### src/rtl/callret_pkg.sv
package callret_pkg;

  typedef enum logic [3:0] {
    S_IDLE,
    S_CALL_WR,
    S_RET_RD,
    S_RET_LD,
    S_RTI_RD,
    S_RTI_PSW,
    S_RTI_PC,
    S_INT_PSW,
    S_INT_WR
  } seq_state_e;

  typedef enum logic [2:0] {
    OP_NONE,
    OP_CALL,
    OP_RET,
    OP_RETI,
    OP_INT
  } flow_op_e;

endpackage

### src/rtl/callret_ram.sv
module callret_ram #(
  parameter int AW = 8,
  parameter int DW = 8
) (
  input  logic          clk,
  input  logic          we_i,
  input  logic [AW-1:0] addr_i,
  input  logic [DW-1:0] wdata_i,
  output logic [DW-1:0] rdata_o
);
  localparam int DEPTH = 1 << AW;

  logic [DW-1:0] mem [DEPTH];

  // read-first single port, one clock of latency
  always_ff @(posedge clk) begin
    if (we_i) mem[addr_i] <= wdata_i;
    rdata_o <= mem[addr_i];
  end
endmodule

### src/rtl/callret_pick.sv
module callret_pick
  import callret_pkg::*;
(
  input  logic     done_i,
  input  logic     call_i,
  input  logic     ret_i,
  input  logic     reti_i,
  input  logic     irq_ok_i,
  output flow_op_e op_o
);
  // flow requests beat the interrupt; it is picked up when they finish
  always_comb begin
    op_o = OP_NONE;
    if (done_i) begin
      if (call_i)        op_o = OP_CALL;
      else if (ret_i)    op_o = OP_RET;
      else if (reti_i)   op_o = OP_RETI;
      else if (irq_ok_i) op_o = OP_INT;
    end
  end
endmodule

### src/rtl/callret_ctl.sv
module callret_ctl
  import callret_pkg::*;
#(
  parameter int             PC_W    = 8,
  parameter int             PSW_W   = 8,
  parameter int             SP_W    = 8,
  parameter int             DW      = 8,
  parameter int             IE_BIT  = 7,
  parameter logic [PSW_W-1:0] PSW_RST = 8'h80
) (
  input  logic             clk,
  input  logic             rst,
  input  flow_op_e         op_i,
  input  logic [PC_W-1:0]  target_i,
  input  logic [PC_W-1:0]  vector_i,
  input  logic [PSW_W-1:0] new_psw_i,
  input  logic             irq_i,
  input  logic             int_en_i,
  input  logic [DW-1:0]    rdata_i,
  output logic             irq_ok_o,
  output logic [PC_W-1:0]  pc_o,
  output logic [SP_W-1:0]  sp_o,
  output logic [PSW_W-1:0] psw_o,
  output logic [SP_W-1:0]  addr_o,
  output logic [DW-1:0]    wdata_o,
  output logic             we_o,
  output logic             busy_o
);
  localparam logic [PSW_W-1:0] IE_MASK = PSW_W'(1) << IE_BIT;

  seq_state_e       state_q, state_n;
  logic [PC_W-1:0]  pc_n, fin_pc;
  logic [SP_W-1:0]  sp_n, fin_sp, addr_n;
  logic [PSW_W-1:0] psw_n;
  logic [DW-1:0]    wdata_n;
  logic             we_n, finish, enter;

  assign irq_ok_o = irq_i & int_en_i & psw_o[IE_BIT];

  always_comb begin
    state_n = state_q;
    pc_n    = pc_o;
    sp_n    = sp_o;
    psw_n   = psw_o;
    addr_n  = addr_o;
    wdata_n = wdata_o;
    we_n    = 1'b0;
    fin_pc  = pc_o;
    fin_sp  = sp_o;
    finish  = 1'b0;
    enter   = 1'b0;
    case (state_q)
      S_IDLE: begin
        case (op_i)
          OP_CALL: begin
            sp_n    = sp_o - 1'b1;
            addr_n  = sp_o - 1'b1;
            wdata_n = DW'(pc_o);
            we_n    = 1'b1;
            pc_n    = target_i;
            state_n = S_CALL_WR;
          end
          OP_RET: begin
            addr_n  = sp_o;
            state_n = S_RET_RD;
          end
          OP_RETI: begin
            addr_n  = sp_o;
            state_n = S_RTI_RD;
          end
          OP_INT:  enter = 1'b1;
          default: ;
        endcase
      end
      S_CALL_WR: finish = 1'b1;
      S_RET_RD:  state_n = S_RET_LD;
      S_RET_LD: begin
        fin_pc = rdata_i[PC_W-1:0];
        fin_sp = sp_o + 1'b1;
        finish = 1'b1;
      end
      S_RTI_RD: begin
        sp_n    = sp_o + 1'b1;
        addr_n  = sp_o + 1'b1;
        state_n = S_RTI_PSW;
      end
      S_RTI_PSW: begin
        psw_n   = rdata_i[PSW_W-1:0];
        state_n = S_RTI_PC;
      end
      S_RTI_PC: begin
        fin_pc = rdata_i[PC_W-1:0];
        fin_sp = sp_o + 1'b1;
        finish = 1'b1;
      end
      S_INT_PSW: begin
        sp_n    = sp_o - 1'b1;
        addr_n  = sp_o - 1'b1;
        wdata_n = DW'(psw_o);
        we_n    = 1'b1;
        psw_n   = new_psw_i & ~IE_MASK;
        state_n = S_INT_WR;
      end
      S_INT_WR:  state_n = S_IDLE;
      default:   state_n = S_IDLE;
    endcase

    // end of a flow sequence is an instruction boundary
    if (finish) begin
      if (irq_ok_o) begin
        enter = 1'b1;
      end else begin
        pc_n    = fin_pc;
        sp_n    = fin_sp;
        state_n = S_IDLE;
      end
    end

    if (enter) begin
      sp_n    = fin_sp - 1'b1;
      addr_n  = fin_sp - 1'b1;
      wdata_n = DW'(fin_pc);
      we_n    = 1'b1;
      pc_n    = vector_i;
      state_n = S_INT_PSW;
    end
  end

  always_ff @(posedge clk) begin
    if (rst) begin
      state_q <= S_IDLE;
      pc_o    <= '0;
      sp_o    <= '1;
      psw_o   <= PSW_RST;
      addr_o  <= '0;
      wdata_o <= '0;
      we_o    <= 1'b0;
      busy_o  <= 1'b0;
    end else begin
      state_q <= state_n;
      pc_o    <= pc_n;
      sp_o    <= sp_n;
      psw_o   <= psw_n;
      addr_o  <= addr_n;
      wdata_o <= wdata_n;
      we_o    <= we_n;
      busy_o  <= (state_n != S_IDLE);
    end
  end
endmodule

### src/rtl/callret_seq.sv
module callret_seq
  import callret_pkg::*;
#(
  parameter int               PC_W    = 8,
  parameter int               PSW_W   = 8,
  parameter int               SP_W    = 8,
  parameter int               IE_BIT  = 7,
  parameter logic [PSW_W-1:0] PSW_RST = 8'h80,
  localparam int              DW      = (PC_W > PSW_W) ? PC_W : PSW_W
) (
  input  logic             clk,
  input  logic             rst,
  input  logic             done_i,
  input  logic             call_i,
  input  logic             ret_i,
  input  logic             reti_i,
  input  logic [PC_W-1:0]  target_i,
  input  logic             irq_i,
  input  logic             int_en_i,
  input  logic [PC_W-1:0]  vector_i,
  input  logic [PSW_W-1:0] new_psw_i,
  output logic [PC_W-1:0]  pc_o,
  output logic [SP_W-1:0]  sp_o,
  output logic [PSW_W-1:0] psw_o,
  output logic [SP_W-1:0]  mem_addr_o,
  output logic [DW-1:0]    mem_wdata_o,
  output logic             mem_we_o,
  output logic             busy_o
);
  flow_op_e      op;
  logic          irq_ok;
  logic [DW-1:0] rdata;

  callret_pick pick_i (
    .done_i   (done_i & ~busy_o),
    .call_i   (call_i),
    .ret_i    (ret_i),
    .reti_i   (reti_i),
    .irq_ok_i (irq_ok),
    .op_o     (op)
  );

  callret_ctl #(
    .PC_W(PC_W), .PSW_W(PSW_W), .SP_W(SP_W), .DW(DW),
    .IE_BIT(IE_BIT), .PSW_RST(PSW_RST)
  ) ctl_i (
    .clk       (clk),
    .rst       (rst),
    .op_i      (op),
    .target_i  (target_i),
    .vector_i  (vector_i),
    .new_psw_i (new_psw_i),
    .irq_i     (irq_i),
    .int_en_i  (int_en_i),
    .rdata_i   (rdata),
    .irq_ok_o  (irq_ok),
    .pc_o      (pc_o),
    .sp_o      (sp_o),
    .psw_o     (psw_o),
    .addr_o    (mem_addr_o),
    .wdata_o   (mem_wdata_o),
    .we_o      (mem_we_o),
    .busy_o    (busy_o)
  );

  callret_ram #(.AW(SP_W), .DW(DW)) ram_i (
    .clk     (clk),
    .we_i    (mem_we_o),
    .addr_i  (mem_addr_o),
    .wdata_i (mem_wdata_o),
    .rdata_o (rdata)
  );
endmodule

### config.mk
export PLATFORM = sky130hd
export DESIGN_NAME = callret_seq
export DESIGN_NICKNAME = d
export VERILOG_FILES = /design/src/rtl/callret_pkg.sv /design/src/rtl/callret_ram.sv /design/src/rtl/callret_pick.sv /design/src/rtl/callret_ctl.sv /design/src/rtl/callret_seq.sv
export SDC_FILE = /design/constraint.sdc
export NUM_CORES = 2
export LEC_CHECK = 0
export BUFFER_PORTS_ARGS = -buffer_cell sky130_fd_sc_hd__buf_2
export CAP_MARGIN = 20
export CORE_MARGIN = 2
export CORE_UTILIZATION = 60
export DETAILED_ROUTE_END_ITERATION = 16
export PLACE_DENSITY = 0.76
export REMOVE_ABC_BUFFERS = 1
export SLEW_MARGIN = 20
export SYNTH_ARGS = -nofsm -noshare
export SYNTH_HDL_FRONTEND = slang
export SYNTH_HIERARCHICAL = 1
export SYNTH_SLANG_ARGS = --single-unit
### constraint.sdc
create_clock -name clk -period 4.8 [get_ports clk]
set_clock_uncertainty 0.1 [all_clocks]
set_input_delay 0 -clock clk [delete_from_list [all_inputs] [get_ports clk]]
set_output_delay 0 -clock clk [all_outputs]
set_load 0.05 [all_outputs]
Word level (Yosys, flattened, before mapping)
Memory sizes are Yosys's and may differ from the RTL's. A register that Yosys moved wholly into a read port is not among the register bits. Index checks and enable logic that the tools add are counted.

Add/subtract/negate cells: 3. Multiply operators: 0. Divide/modulo/power cells: 0. Order comparisons: 0. Equal/unequal tests: 13. Shifts and indexed selects: 0. Multiplexer cells: 39. Bitwise gates (word level): 4. Reductions and logical operators: 10.

Operator list (number): $mux W8 (14); $pmux W8 S2 (3); $pmux W8 S3 (2); $pmux W4 S6 (1); $eq A4 B3 Y1 const B (4); $sub A8 B1 Y8 const B (2); $mux W3 (5); $mux W4 (3); $pmux W4 S3 (1); $mux W1 (9); $add A8 B1 Y8 const B (1); $eq A4 B2 Y1 const B (2); $reduce_bool A4 Y1 (2); $eq A3 B2 Y1 const B (2); $eq A4 B1 Y1 const B (1); $logic_not A4 Y1 (1); $ne A4 B3 Y1 const B (1); $reduce_and A2 Y1 (2); $reduce_or A2 Y1 (2); $and A1 B1 Y1 (3); $eq A3 B1 Y1 const B (1); $eq A3 B3 Y1 const B (1); $ne A3 B2 Y1 const B (1); $reduce_bool A3 Y1 (1); 4 further kinds (4).

Register bits: 46. Bits in latches: 0. Bits in writable memories: 2048. ROM bits: 0. Input bits: 32. Output and inout port bits: 42. Logic and storage cells: 78. Memories: 1.

Memories: ram_i.mem (words 256, width 8, read ports 1, clocked after Yosys merged registers in 1, wr ports 1, line callret_ram.sv:13) `logic [DW-1:0] mem [DEPTH];`.

Depth between registers and ports, before layout
Word-level depth: 14. Gate-level depth with buffers: 10. Mapped depth without buffers: 9.

Cells and area by module
Netlist, hierarchy kept.

By module, submodules not included: callret_ram (times used 1, cells an instance 3547, area each 78492.8 um^2, seq. area each 61659.1 um^2); callret_ctl (times used 1, cells an instance 405, area each 3199.3 um^2, seq. area each 920.9 um^2); callret_pick (times used 1, cells an instance 5, area each 35.0 um^2, seq. area each 0.0 um^2); callret_seq (times used 1, cells an instance 1, area each 13.8 um^2, seq. area each 0.0 um^2).

Least setup slack after synthesis
No wires, ideal clock.

Path type: register -> register. Start: reg ctl_i.wdata_o[0]. End: mem ram_i.mem[0][0] (data pin). Setup time: 0.923 ns. Data arrival time: 3.719 ns. Data required time: 3.777 ns. Setup slack: 0.058 ns. Stages on the path, launching flop included: 1. Path buffers: 0. Clock period less this slack: 4.742 ns. Path through: dfxtp_1.

RTL lines: start, declared (line callret_ctl.sv:25) `output logic [DW-1:0] wdata_o,`; start signal, assigned (line callret_ctl.sv:145) `wdata_o <= wdata_n;`; end, declared (line callret_ram.sv:13).

Straight into the memory's write port.

Worst setup path in the final report
Start: reg ctl_i.psw_o[7]. End: reg ctl_i.pc_o[1].

Longest elaborated chain between the ends: 12. Elaborated cells on any way between the ends: 17. Those cells by class: eq/ne (2); mux (14); bitwise (1).

Ends and longest elaborated chain: start, declared (line callret_ctl.sv:23) `output logic [PSW_W-1:0] psw_o,`; start signal, assigned (line callret_ctl.sv:143) `psw_o <= psw_n;`; $and A1 B1 Y1 (*) (line callret_ctl.sv:38) `assign irq_ok_o = irq_i & int_en_i & psw_o[IE_BIT];`; named net irq_ok (line callret_seq.sv:31) `logic irq_ok;`; $mux W3 (*) (line callret_pick.sv:18) `else if (irq_ok_i) op_o = OP_INT;`; $mux W3 (*) (line callret_pick.sv:17) `else if (reti_i) op_o = OP_RETI;`; $mux W3 (*) (line callret_pick.sv:16) `else if (ret_i) op_o = OP_RET;`; $mux W3 (*) (line callret_pick.sv:15) `if (call_i) op_o = OP_CALL;`; $mux W3 (*) (line callret_pick.sv:14) `if (done_i) begin`; named net op[2] (line callret_seq.sv:30) `flow_op_e op;`; $eq A3 B1 Y1 or $eq A3 B3 Y1 (tied branches) (line callret_ctl.sv:54) `case (op_i)`; $mux W8 or $mux W1 (tied branches) (line callret_ctl.sv:54); $mux W8 or $mux W1 (tied branches) (line callret_ctl.sv:52) `case (state_q)`; $mux W8 or $mux W1 (tied branches) (line callret_ctl.sv:110) `if (irq_ok_o) begin`; $mux W8 or $mux W1 (tied branches) (line callret_ctl.sv:109) `if (finish) begin`; $mux W8 (*) (line callret_ctl.sv:119) `if (enter) begin`; end signal, assigned (line callret_ctl.sv:141) `pc_o <= pc_n;`; end, declared (line callret_ctl.sv:21) `output logic [PC_W-1:0] pc_o,`.

The timed path passes the listed nets; every way through them passes the cells marked *. A chain may end at the register's enable or synchronous reset.

==> flow_metrics.env <==
export IMPL_grt_overflow_total=0
export IMPL_muxShareOfSynthArea=0.1423
export IMPL_synth_area_leader_cell="edfxtp_1"
export IMPL_maxSlewViolCount=0
export IMPL_grt_start_max_net_pins=202
export IMPL_arrival_ns=4.87
export IMPL_remaining_drc_errors=0
export IMPL_wl_per_cell_um=31.87
export IMPL_path_buf_inv=3
export IMPL_drt_total_wl_mm=194.8
export IMPL_clk_pin_slew_ns=0.06
export IMPL_yosysSeqAreaShare=0.7656
export IMPL_grt_usage=0.2815
export IMPL_synth_cells=3958
export IMPL_synth_edf_count=2048
export IMPL_cp_slowest_stage_delay_ns=0.67
export IMPL_crit_slowest_cell="dlygate4sd3_1"
export IMPL_worstSetupPathType="register to register"
export IMPL_drv_cap=0
export IMPL_syn_to_final_growth_pct=11.67
export IMPL_intPower_uw=34230
export IMPL_htreeDepth=4
export IMPL_start_util=0.6042
export IMPL_cpLargestDelayFamily="simple AND/OR/NAND/NOR gates"
export IMPL_cts_sinks=2102
export IMPL_clockRootBuffer="clkbuf_16"
export IMPL_fmax_mhz=238.0
export IMPL_synth_top_family_by_area="multiplexers"
export IMPL_synth_adder_area_share=0.0004592
export IMPL_tightest_slew_ns=1.201
export IMPL_power_switching_uw=15170
export IMPL_synth_top_area_share=0.7524
export IMPL_ant_nets=0
export IMPL_synth_area_leaders="edfxtp_1 (75%), mux4_2 (14%), a22oi_1 (2.4%)"
export IMPL_cts_tree="yes"
export IMPL_avgSynthCellArea_sq_um=20.65
export IMPL_layout_min_cycle_time_ns=4.202
export IMPL_clockPowerShare=0.298
export IMPL_seqPwrFrac=0.432
export IMPL_rsz0062_at_grt="false"
export IMPL_total_power_uw=49410
export IMPL_ys_ff_latch=2102
export IMPL_fp_dieW_um=373.1
export IMPL_swShare=0.3071
export IMPL_synth_area_sq_um=81740
export IMPL_num_nets_final=4202
export IMPL_hp_class="primary input to register"
export IMPL_worst_setup_path_end_kind="register"
export IMPL_grt_pass1_wl_mm=285.4
export IMPL_place_congestion=0.8744
export IMPL_numPortBuffers=72
export IMPL_route_vias_total=42025
export IMPL_synth_common_cells="edfxtp_1 (2048), mux4_2 (512), nor2_1 (271)"
export IMPL_synth_ff_type="edfxtp_1"
export IMPL_fill_cells=8034
export IMPL_crit_path_cell_trace="nand3_1, dlygate4sd3_1, inv_2, and4b_1, nor3b_1, nand2_1, nand2_1, o22ai_1, a211o_1, a21oi_1, dlygate4sd3_1"
export IMPL_holdBufCountCts=55
export IMPL_synthXorXnorAreaFrac=0.002250
export IMPL_start_kind="register"
export IMPL_synth_most_common_cell="edfxtp_1"
export IMPL_clk_latency_ns=0.82
export IMPL_cts_resized=0
export IMPL_cts_setup_buffers=0
export IMPL_fin_setup_tns_ns=0
export IMPL_drive_above_1_share=0.2371
export IMPL_grt_pass1_vias=41880
export IMPL_antenna_found_initial=3
export IMPL_finalCritPeriodShare=0.8755
export IMPL_drtPass1Iterations=8
export IMPL_coreArea_sq_um=135300
export IMPL_synth_compound_area_frac=0.04826
export IMPL_viasPerCell=6.874
export IMPL_worstPathMaxFanout=11
export IMPL_cts_made_buffers=195
export IMPL_leakagePower_uw=0.02754
export IMPL_setup_viol_count_final=0
export IMPL_hold_viol_final=0
export IMPL_yosysWarningCount=6
export IMPL_pin_count=74
export IMPL_die_h_um=373.1
export IMPL_status="finished, final reports clean"
export IMPL_row_count=135
export IMPL_place_hpwl_mm=108.3
export IMPL_ir_drop_mv=0.7759
export IMPL_synth_distinct_cells=72
export IMPL_power_density_nw_per_um2=541.3
export IMPL_relSlewSlack=0.1996
export IMPL_combPwrFrac=0.270
export IMPL_clockBufferDepth=3
export IMPL_dieArea_sq_um=139200
export IMPL_dr_first_iter_drc_count=5795
export IMPL_synth_simple_gate_area_frac=0.02535
export IMPL_crit_required_ns=5.47
export IMPL_synth_async_reset_ratio=0
[tightest hold or removal path, delay by kind of cell]
kind            cells  cell delay, ns
buf+inv             2            0.62
compound gates      3            0.36
[worst paths after layout]
check	from	slack (ns)	to	cells past startpoint
worst max-delay path	ctl_i/psw_o[7]	0.60	ctl_i/pc_o[1]	11
worst min-delay path	target_i[4]	0.09	ctl_i/pc_o[4]	5
worst max register to register	ctl_i/psw_o[7]	0.60	ctl_i/pc_o[1]	11
worst min register to register	ctl_i/pc_o[5]	0.45	ctl_i/wdata_o[5]	1
[through the flow]
step,utilization,hold slack [ns],cell area [sq um],setup slack [ns],std cells
6_report,0.6746,0.08876,91280,0.5975,6114
5_1_grt,0.6746,0.1122,91270,0.4283,6112
4_1_cts,0.6746,0.01625,91270,0.8541,6112
3_5_place_dp,0.6256,0.1516,84650,1.039,5696
3_3_place_gp,0.6256,0.1482,84650,1.051,5696
2_1_floorplan,-,-0.03114,80490,-22.23,3689
[state kept, by name (all words and copies together) (netlist names)]
register,count
ctl_i/busy_o,1
ctl_i/psw_o,8
ctl_i/addr_o,8
ctl_i/state_q,4
ctl_i/sp_o,8
ram_i/rdata_o,8
ctl_i/pc_o,8
ram_i/mem,2048
ctl_i/wdata_o,8
ctl_i/we_o,1
[per-layer routing]
| metal | global-route usage | wire length (um) | up-vias | part of all wire |
|---|---|---|---|---|
| met5 | 0 | 13 | - | 0.000067 |
| met4 | 0.1037 | 7366 | 2 | 0.038 |
| met2 | 0.4446 | 94090 | 2693 | 0.48 |
| met3 | 0.06041 | 21520 | 384 | 0.11 |
| li1 | - | - | 17058 | - |
| met1 | 0.3944 | 71850 | 21888 | 0.37 |
[layout make-up]
cell class | instances | area (sq um) | share of cell area
well taps | 1781 | 2228 | 0.02441
flip-flops and latches | 2102 | 62620 | 0.6860
clock inverters | 91 | 744.5 | 0.008156
inverters | 10 | 37.54 | 0.0004112
clock buffers | 270 | 5330 | 0.05840
repair buffers | 281 | 2392 | 0.02621
multi-input cells | 1577 | 17920 | 0.1963
diodes | 2 | 5.005 | 0.00005483
[cell families after synthesis]
logic type / after synthesis
flip-flops: 2102
AO/OA/AOI/OAI: 564
AND/OR/NAND/NOR: 467
XOR/XNOR: 21
multiplexers: 522
adder cells (fa/ha/maj): 3
buffers and inverters: 279
[placed cells by master, fill, tap and decap left out, types with 7 or more instances in the layout]
master,instances
dlygate4sd3_1,55
nor2b_1,10
o211ai_1,11
mux4_2,512
o41ai_1,33
dfxtp_4,10
buf_4,128
nand4_1,11
xnor2_1,14
clkbuf_1,66
nand2_1,55
a21oi_1,160
dfxtp_1,44
nor2_1,270
bufinv_16,9
o21ai_0,9
clkinv_1,39
a22oi_1,262
nand2b_1,10
nand3_1,19
inv_1,8
a32oi_1,7
buf_12,26
mux2i_1,10
o21ai_1,7
nor3_1,43
a221o_1,10
clkbuf_16,202
xor2_1,7
a211oi_1,10
a21o_1,9
buf_2,72
clkinv_2,25
clkinvlp_4,7
o22a_1,7
edfxtp_1,2048
[power groups by stage]
stage	combinational, uW	sequential, uW	clock, uW
after floorplan	6260	22400	0
after global placement	12800	21700	0
after detailed placement	13000	21700	0
after CTS	13200	21300	14900
after global routing	13900	21400	15600
final	13300	21300	14700
Note: power is estimated with default switching activity, not from simulation.
